<file path="src/rtl/addscr_pkg.sv">
package addscr_pkg;
  localparam int unsigned SW = 16;
  localparam int unsigned MAXW = 64;
  localparam logic [SW-1:0] SEED_DEF = 16'hFFFF;

  // one serial step of x^16+x^5+x^4+x^3+1, shift left, feedback into bit 0
  function automatic logic [SW-1:0] lfsr_step(input logic [SW-1:0] s);
    return {s[SW-2:0], s[15] ^ s[4] ^ s[3] ^ s[2]};
  endfunction

  // state bits that feed bit i of the state w steps later
  function automatic logic [SW-1:0] adv_row(input int i, input int w);
    logic [SW-1:0] row;
    logic [SW-1:0] s;
    row = '0;
    for (int j = 0; j < SW; j++) begin
      s = '0;
      s[j] = 1'b1;
      for (int t = 0; t < w; t++) s = lfsr_step(s);
      row[j] = s[i];
    end
    return row;
  endfunction

  // state bits that feed keystream bit i (taken after i steps)
  function automatic logic [SW-1:0] ks_row(input int i);
    logic [SW-1:0] row;
    logic [SW-1:0] s;
    row = '0;
    for (int j = 0; j < SW; j++) begin
      s = '0;
      s[j] = 1'b1;
      for (int t = 0; t < i; t++) s = lfsr_step(s);
      row[j] = s[SW-1];
    end
    return row;
  endfunction
endpackage

</file>
<file path="src/rtl/addscr_advance.sv">
module addscr_advance
  import addscr_pkg::*;
#(
  parameter int W = 8
) (
  input  logic [SW-1:0] cur,
  output logic [SW-1:0] nxt
);
  // W serial steps folded into one XOR matrix
  for (genvar i = 0; i < SW; i++) begin : g_row
    localparam logic [SW-1:0] ROW = adv_row(i, W);
    assign nxt[i] = ^(cur & ROW);
  end
endmodule

</file>
<file path="src/rtl/addscr_keystream.sv">
module addscr_keystream
  import addscr_pkg::*;
#(
  parameter int W = 8
) (
  input  logic [SW-1:0] cur,
  output logic [W-1:0]  ks
);
  // keystream is a linear function of the state alone
  for (genvar i = 0; i < W; i++) begin : g_bit
    localparam logic [SW-1:0] ROW = ks_row(i);
    assign ks[i] = ^(cur & ROW);
  end
endmodule

</file>
<file path="src/rtl/addscr_lane.sv">
module addscr_lane
  import addscr_pkg::*;
#(
  parameter int            W    = 8,
  parameter logic [15:0]   SEED = SEED_DEF
) (
  input  logic         clk,
  input  logic         rst,
  input  logic         in_valid,
  output logic         in_ready,
  input  logic [W-1:0] in_data,
  output logic         out_valid,
  input  logic         out_ready,
  output logic [W-1:0] out_data
);
  logic [SW-1:0] state_q;
  logic [SW-1:0] state_nxt;
  logic [W-1:0]  ks;
  logic          take;

  addscr_advance #(.W(W)) u_adv (
    .cur (state_q),
    .nxt (state_nxt)
  );

  addscr_keystream #(.W(W)) u_ks (
    .cur (state_q),
    .ks  (ks)
  );

  // single output slot, free when empty or being drained
  assign in_ready = ~out_valid | out_ready;
  assign take     = in_valid & in_ready;

  always_ff @(posedge clk) begin
    if (rst) begin
      state_q   <= SEED;
      out_valid <= 1'b0;
      out_data  <= '0;
    end else if (take) begin
      state_q   <= state_nxt;
      out_data  <= in_data ^ ks;
      out_valid <= 1'b1;
    end else if (out_ready) begin
      out_valid <= 1'b0;
    end
  end
endmodule

</file>
<file path="config.mk">
export PLATFORM = sky130hd
export DESIGN_NAME = addscr_lane
export DESIGN_NICKNAME = d
export VERILOG_FILES = /design/src/rtl/addscr_pkg.sv /design/src/rtl/addscr_advance.sv /design/src/rtl/addscr_keystream.sv /design/src/rtl/addscr_lane.sv
export SDC_FILE = /design/constraint.sdc
export NUM_CORES = 1
export LEC_CHECK = 0
export ABC_AREA = 1
export CORE_ASPECT_RATIO = 2
export CORE_MARGIN = 2
export CORE_UTILIZATION = 59
export CTS_CLUSTER_SIZE = 40
export DETAILED_ROUTE_END_ITERATION = 8
export GPL_TIMING_DRIVEN = 1
export PLACE_DENSITY = 0.92
export SYNTH_ARGS = -nofsm -noshare
export SYNTH_HDL_FRONTEND = slang
export SYNTH_HIERARCHICAL = 1
export SYNTH_SLANG_ARGS = --single-unit
export TNS_END_PERCENT = 20
</file>
<file path="constraint.sdc">
create_clock -name clk -period 2.7 [get_ports clk]
set_input_delay 0.27 -clock clk [delete_from_list [all_inputs] [get_ports clk]]
set_output_delay 0.27 -clock clk [all_outputs]
set_load 0.01 [all_outputs]
</file>
==> flow_summary_export.csv, run 1 <==
group,metric,value,unit
run_status,outcome,"finished clean",
drt,wirelength,3.05,mm
final_layout,layout_common_cells,"77 x nand2_1, 37 x nand3_1, 33 x nor2_1, 29 x inv_1, 25 x dfxtp_1",
final_layout,fin_nets,274,
timing,rsz0062_at_grt,"no",
min_path,hold_end,"state_q[7]$_SDFFE_PP1P_",
place,port_buffers,21,
timing,finalCriticalPeriod,1.81,ns
min_path,hold_start,"state_q[7]$_SDFFE_PP1P_",
clock_tree,cts_max_level,1,
drt,num_vias,1454,
final_layout,n_antenna_cell,0,
worst_setup_path,max_stage_delay,0.58,ns
final_layout,areaGrowthSynthToFinish,5.54,%
synth,synth_seq_cells,25,
power_and_ir_drop,leakage,0.996,nW
final_layout,n_fill_cell,222,
final_layout,stdcell_area,1830,µm²
worst_setup_path,crit_buf_inv,3,
worst_setup_path,timing.rr.end,"state_q[4]$_SDFFE_PP1P_",
global_routing,grt_pass1_vias,1359,
power_and_ir_drop,power,0.00111,W
final_layout,fin_util,0.662,
drt,drt_iter0_drc,58,
worst_setup_path,crit_chain,"clkdlybuf4s50_1 -> inv_1 -> nand2_4 -> clkdlybuf4s50_1",
synth,syn_avg_cell_area,6.63,µm²
synth,yosys.area.top_type,"dfxtp_1",
worst_setup_path,crit_family,"buffers and inverters",
drt,drt-wirelength-per-cell,10.5,µm
final_layout,drive_gt1_frac,0.0843,
timing,setup_viol,0,
clock_tree,post_cts_buffers,0,
worst_setup_path,cp.arrival,1.54,ns
min_path,min_path_cells,2,
worst_setup_path,r2r_slack,1.07,ns
synth,yosys_warnings,6,
timing,tightest_slew,0.765,ns
timing,fin_crit_sh,0.670,
synth,synth_nets,274,
floorplan,core-area,2770,µm²
drt,drtAntennaViolNets,0,
clock_tree,clock-sinks,25,
power_and_ir_drop,irDropWorstVdd,0.380,mV
worst_setup_path,crit_required,2.43,ns
synth,netlist_area,1740,µm²
clock_tree,cts_buffers,3,
timing,relSlewSlack,0.489,
worst_setup_path,startpoint_type,"input pin",
global_routing,overflow,0,
clock_tree,hold_buffers,0,
place,pre_cts_slack,0.849,ns
synth,netlist_top_cells_area,"dfxtp_1 29%, nand2_1 17%, nand3_1 11%",
floorplan,die_w,42.4,µm
clock_tree,clk-insertion-delay-late,0.27,ns
clock_tree,clock_path_buffers,2,
floorplan,fp.dieArea,3420,µm²
floorplan,die_height,80.8,µm
worst_setup_path,rr_worst_depth,8,
floorplan,rows,27,
clock_tree,cts_root_buffer,"clkbuf_8",
timing,finalMaxSlewViolations,0,
global_routing,antenna_found_initial,0,
synth,syn_inst,262,
worst_setup_path,worstReg2RegStart,"state_q[2]$_SDFFE_PP1P_",
place,dp_hpwl,2.16,mm
clock_tree,cts_tree,"done",
worst_setup_path,cpMostUsedCell,"clkdlybuf4s50_1",
timing,hold_viol,0,
synth,ys_seq_area_frac,0.288,
clock_tree,post_cts_resized,0,
min_path,hold_path.class,"flop to flop",
power_and_ir_drop,power_density,605,nW/µm²
drt,drc_errors,0,
worst_setup_path,endpoint_kind,"primary output",
worst_setup_path,crit_type,"input pin to primary output",
floorplan,ioPinCount,22,
timing,fin_skew,0.00254,ns
final_layout,layout.cells.most_common,"nand2_1",
place,gp_congestion,0.813,
timing,setup_slack,0.890,ns
worst_setup_path,crit_path_top_delay_cell,"clkdlybuf4s50_1",
run,max_cap_viol_count,0,
drt,first_pass_iters,4,
timing,setup_tns,0,ns
drt,via_per_inst,5.01,
global_routing,globalRouteTotalUtil,0.209,
floorplan,start_util,0.627,
clock_tree,clkTransAtPathRegs,0.08,ns
global_routing,grt_pass1_wl,5.55,mm
timing,clock.fmax,553,MHz
synth,synth_top_cell_area_share,0.288,
synth,synth_cell_type_count,21,
global_routing,grt_max_degree,34,
worst_setup_path,cp_max_fo,19,
place,place_area,1790,µm²
## how the worst max path moves through the flow
| stage | from | end | slack [ns] | cells past startpoint |
|---|---|---|---|---|
| floorplan | state_q[1]$_SDFFE_PP1P_ | state_q[3]$_SDFFE_PP1P_ | 1.48 | 9 |
| global placement | in_valid | out_data[5]$_SDFFE_PP0P_ | 0.86 | 4 |
| detailed placement | in_valid | state_q[3]$_SDFFE_PP1P_ | 0.85 | 4 |
| CTS | out_ready | in_ready | 0.89 | 4 |
| global route | out_ready | in_ready | 0.83 | 4 |
| finish | out_ready | in_ready | 0.89 | 4 |
## power by group
part           internal, W  switching, W  leakage (nW)
registers         0.000409     0.0000599         0.208
clock network     0.000106      0.000117        0.0228
logic             0.000192      0.000227         0.765
## cell type report
| class | count | area [µm²] | area share |
|---|---|---|---|
| clock buffers | 4 | 45.0 | 0.0246 |
| well taps | 29 | 36.3 | 0.0198 |
| flip-flops and latches | 25 | 500 | 0.273 |
| repair buffers | 21 | 210 | 0.115 |
| inverters | 34 | 128 | 0.0696 |
| multi-input cells | 177 | 915 | 0.499 |
## worst min-delay path: cells and delay by family (launching register included)
kind | cells | cell delay (ns)
and+or+nand+nor | 2 | 0.11
DFF | 1 | 0.33
## through the flow
step / hold WS (ns) / cells
after floorplan: 0.339 / 262
after global placement: 0.440 / 286
after detailed placement: 0.451 / 286
after CTS: 0.471 / 290
after global routing: 0.506 / 290
final: 0.470 / 290
## Yosys cell counts
library cell,count
nand2_2,4
nand2_1,77
nor2_8,1
dfxtp_1,25
clkinv_1,1
a21oi_1,1
nor2_1,33
buf_6,3
buf_1,1
nor2_4,1
xor2_2,4
xnor2_4,1
buf_4,19
inv_2,4
buf_2,3
inv_1,29
xor2_1,7
nand2_4,3
nand3_1,37
xnor2_1,7
nor2_2,1
## state kept, by name, summed over array words and instances, names as in the netlist
register	flops
state_q	16
out_data	8
out_valid	1
## logic make-up (layout without fill, tap and decap cells)
family / Yosys count / count (layout) / synth area share
AND/OR/NAND/NOR: 157 / 157 / 0.400
buffers and inverters: 60 / 59 / 0.186
flip-flops: 25 / 25 / 0.288
XOR/XNOR: 19 / 19 / 0.124
AO/OA/AOI/OAI: 1 / 1 / 0.00288
## layer usage
metal / global-route usage / share of wire / routed length, µm / vias to the layer above
met2: 0.372 / 0.52 / 1590 / 33
li1: - / - / - / 762
met4: 0.156 / 0.033 / 100 / 0
met5: 0 / 0 / 0 / -
met3: 0.0222 / 0.032 / 99 / 8
met1: 0.220 / 0.41 / 1260 / 651
Note: power is estimated with default switching activity, not from simulation.
==> run 2: changes to the inputs <==
--- a/config.mk
+++ b/config.mk
@@ -8,11 +8,11 @@
 export ABC_AREA = 1
 export CORE_ASPECT_RATIO = 2
 export CORE_MARGIN = 2
-export CORE_UTILIZATION = 59
+export CORE_UTILIZATION = 50
 export CTS_CLUSTER_SIZE = 40
 export DETAILED_ROUTE_END_ITERATION = 8
 export GPL_TIMING_DRIVEN = 1
-export PLACE_DENSITY = 0.92
+export PLACE_DENSITY = 0.84
 export SYNTH_ARGS = -nofsm -noshare
 export SYNTH_HDL_FRONTEND = slang
 export SYNTH_HIERARCHICAL = 1
==> constraint.sdc (replaced) <==
create_clock -name clk -period 1.5 [get_ports clk]
set_input_delay 0.15 -clock clk [delete_from_list [all_inputs] [get_ports clk]]
set_output_delay 0.15 -clock clk [all_outputs]
set_load 0.01 [all_outputs]
==> run 2 against run 1 <==
Power rose by 84%. Die area rose by 17%. Final cell count rose by 4.8%. Critical path depth did not move. Utilization fell by 8.1 points. Flip-flop and latch count did not move. Worst hold slack got worse by 0.025 ns. Via count rose by 1.3%. Combinational power rose by 96%. Critical endpoint unchanged. Largest cell class unchanged. Largest power group unchanged. Highest routed layer unchanged.
==> flow_summary_export.csv, run 2 (synthesis gave the netlist of run 1 again) <==
group,metric,value,unit
place,dp_cells,300,
global_routing,grt_max_degree,34,
clock_tree,clkTransAtPathRegs,0.08,ns
worst_setup_path,crit_type,"input pin to primary output",
global_routing,overflow,0,
final_layout,fin_nets,285,
power_and_ir_drop,p_sw_frac,0.358,
min_path,hold_start,"rst",
drt,drt-wirelength-per-cell,10.6,µm
global_routing,grt_pass1_wl,5.22,mm
clock_tree,clk-insertion-delay-late,0.27,ns
power_and_ir_drop,clock_power_share,0.195,
worst_setup_path,crit_required,1.35,ns
final_layout,n_fill_cell,304,
global_routing,antenna_found_initial,0,
timing,relSlewSlack,0.778,
place,port_buffers,21,
min_path,hold_path.class,"input pin to flop",
worst_setup_path,cp.arrival,1.30,ns
final_layout,fin_util,0.581,
floorplan,core-area,3340,µm²
worst_setup_path,crit_buf_inv,3,
power_and_ir_drop,p_comb_frac,0.402,
final_layout,regMostFlops,"state_q",
final_layout,layout.cells.most_common,"nand2_1",
place,pre_cts_slack,0.0542,ns
worst_setup_path,crit_family,"buffers and inverters",
final_layout,n_antenna_cell,0,
worst_setup_path,cp_max_fo,5,
final_layout,layout_common_cells,"77 x nand2_1, 37 x nand3_1, 33 x nor2_1, 29 x inv_1, 24 x dfxtp_1",
floorplan,fp.dieArea,3990,µm²
run,max_cap_viol_count,0,
timing,clock.fmax,692,MHz
min_path,hold_end,"out_valid$_SDFFE_PP0P_",
timing,finalCriticalPeriod,1.45,ns
worst_setup_path,endpoint_kind,"primary output",
drt,drc_errors,0,
drt,num_vias,1473,
power_and_ir_drop,leakage,1.05,nW
worst_setup_path,max_stage_delay,0.55,ns
final_layout,areaGrowthSynthToFinish,11.7,%
worst_setup_path,timing.rr.end,"state_q[1]$_SDFFE_PP1P_",
drt,wirelength,3.21,mm
floorplan,start_util,0.520,
floorplan,rows,30,
power_and_ir_drop,power_density,1050,nW/µm²
worst_setup_path,startpoint_type,"input pin",
global_routing,globalRouteTotalUtil,0.174,
final_layout,regArea,502,µm²
worst_setup_path,worstReg2RegStart,"state_q[1]$_SDFFE_PP1P_",
worst_setup_path,rr_worst_depth,9,
place,gp_congestion,0.879,
timing,setup_viol,0,
final_layout,largest_register_ffs,16,
timing,setup_slack,0.0542,ns
power_and_ir_drop,irDropWorstVdd,0.573,mV
place,dp_hpwl,2.42,mm
clock_tree,clock-sinks,25,
worst_setup_path,r2r_slack,0.11,ns
timing,fin_skew,0.00315,ns
power_and_ir_drop,power_frac_seq,0.403,
floorplan,die_height,87.4,µm
timing,hold_viol,0,
floorplan,die_w,45.7,µm
final_layout,fin_cells,304,
clock_tree,cts_root_buffer,"clkbuf_8",
drt,drtAntennaViolNets,0,
global_routing,grt_pass1_vias,1259,
floorplan,ioPinCount,22,
drt,via_per_inst,4.85,
worst_setup_path,crit_chain,"clkdlybuf4s50_1 -> inv_1 -> nand2_4 -> clkdlybuf4s50_1",
power_and_ir_drop,p_sw,0.000731,W
timing,finalMaxSlewViolations,0,
clock_tree,cts_buffers,3,
clock_tree,clock_path_buffers,2,
timing,holdWs,0.445,ns
drt,first_pass_iters,4,
final_layout,multi_input_area,922,µm²
timing,fin_crit_sh,0.964,
min_path,min_path_cells,2,
clock_tree,cts_max_level,1,
clock_tree,cts_tree,"done",
worst_setup_path,crit_path_top_delay_cell,"clkdlybuf4s50_1",
power_and_ir_drop,p_int,0.00131,W
final_layout,drive_gt1_frac,0.129,
power_and_ir_drop,power,0.00204,W
drt,drt_iter0_drc,37,
worst_setup_path,cpMostUsedCell,"clkdlybuf4s50_1",
timing,tightest_slew,0.333,ns
run_status,outcome,"finished clean",
final_layout,reg_top3,"state_q: 16 flops, out_data: 8 flops, out_valid: 1 flops",
-- run 2: cell types whose count changed in the layout (fill, tap and decap cells not counted) --
cell | before | now
dfxtp_2 | 0 | 1
buf_4 | 0 | 10
xor2_2 | 4 | 5
dfxtp_1 | 25 | 24
buf_12 | 0 | 1
xor2_1 | 7 | 6
-- run 2: metal layers --
metal / vias up / global-route usage / wire [µm]
met5: - / 0 / 0
met4: 0 / 0.0909 / 63
met3: 6 / 0.0145 / 66
met2: 28 / 0.320 / 1830
met1: 651 / 0.181 / 1250
li1: 788 / - / -
-- run 2: worst reg2reg max path, stage by stage (launching register included) --
cell and delay (ns):
dfxtp_1 0.48, buf_4 0.19, xor2_1 0.15, nand2_1 0.07, nand2_1 0.09, inv_1 0.04
nand2_1 0.05, nand2_1 0.04, nand3_1 0.08, nand3_1 0.08
-- run 2: worst max-delay path by stage --
| stage | cells after the start | slack, ns | start | endpoint |
|---|---|---|---|---|
| global route | 11 | -0.01 | state_q[14]$_SDFFE_PP1P_ | state_q[1]$_SDFFE_PP1P_ |
| detailed placement | 4 | 0.05 | out_ready | in_ready |
| floorplan | 9 | 0.28 | state_q[1]$_SDFFE_PP1P_ | state_q[3]$_SDFFE_PP1P_ |
| CTS | 4 | 0.05 | out_ready | in_ready |
| global placement | 4 | 0.05 | out_ready | in_ready |
| finish | 4 | 0.05 | out_ready | in_ready |
-- run 2: layout make-up --
type / instances / share of cell area
Clock buffer: 4 / 0.0232
Inverter: 34 / 0.0657
Multi-Input combinational cell: 177 / 0.475
Sequential cell: 25 / 0.258
Tap cell: 32 / 0.0206
Timing Repair Buffer: 32 / 0.157
-- run 2: power by group through the flow --
stage | Combinational [W] | Clock [W] | Sequential [W]
floorplan | 0.000697 | 0 | 0.000827
global placement | 0.000796 | 0 | 0.000834
detailed placement | 0.000811 | 0 | 0.000838
CTS | 0.000820 | 0.000409 | 0.000821
global route | 0.000928 | 0.000434 | 0.000834
finish | 0.000821 | 0.000399 | 0.000823
-- run 2: metrics by stage --
step / cell area, µm² / TNS [ns]
floorplan: 1740 / 0
global placement: 1890 / 0
detailed placement: 1890 / 0
CTS: 1930 / 0
global route: 1940 / -0.0109
finish: 1940 / 0
-- run 2: timing repair --
| action | 4_1_cts | 5_1_grt |
|---|---|---|
| setup endpoints to repair | 0 | 1 |
| hold buffers | 0 | 0 |
| setup buffers | 0 | 0 |
| gates resized for setup | 0 | 2 |
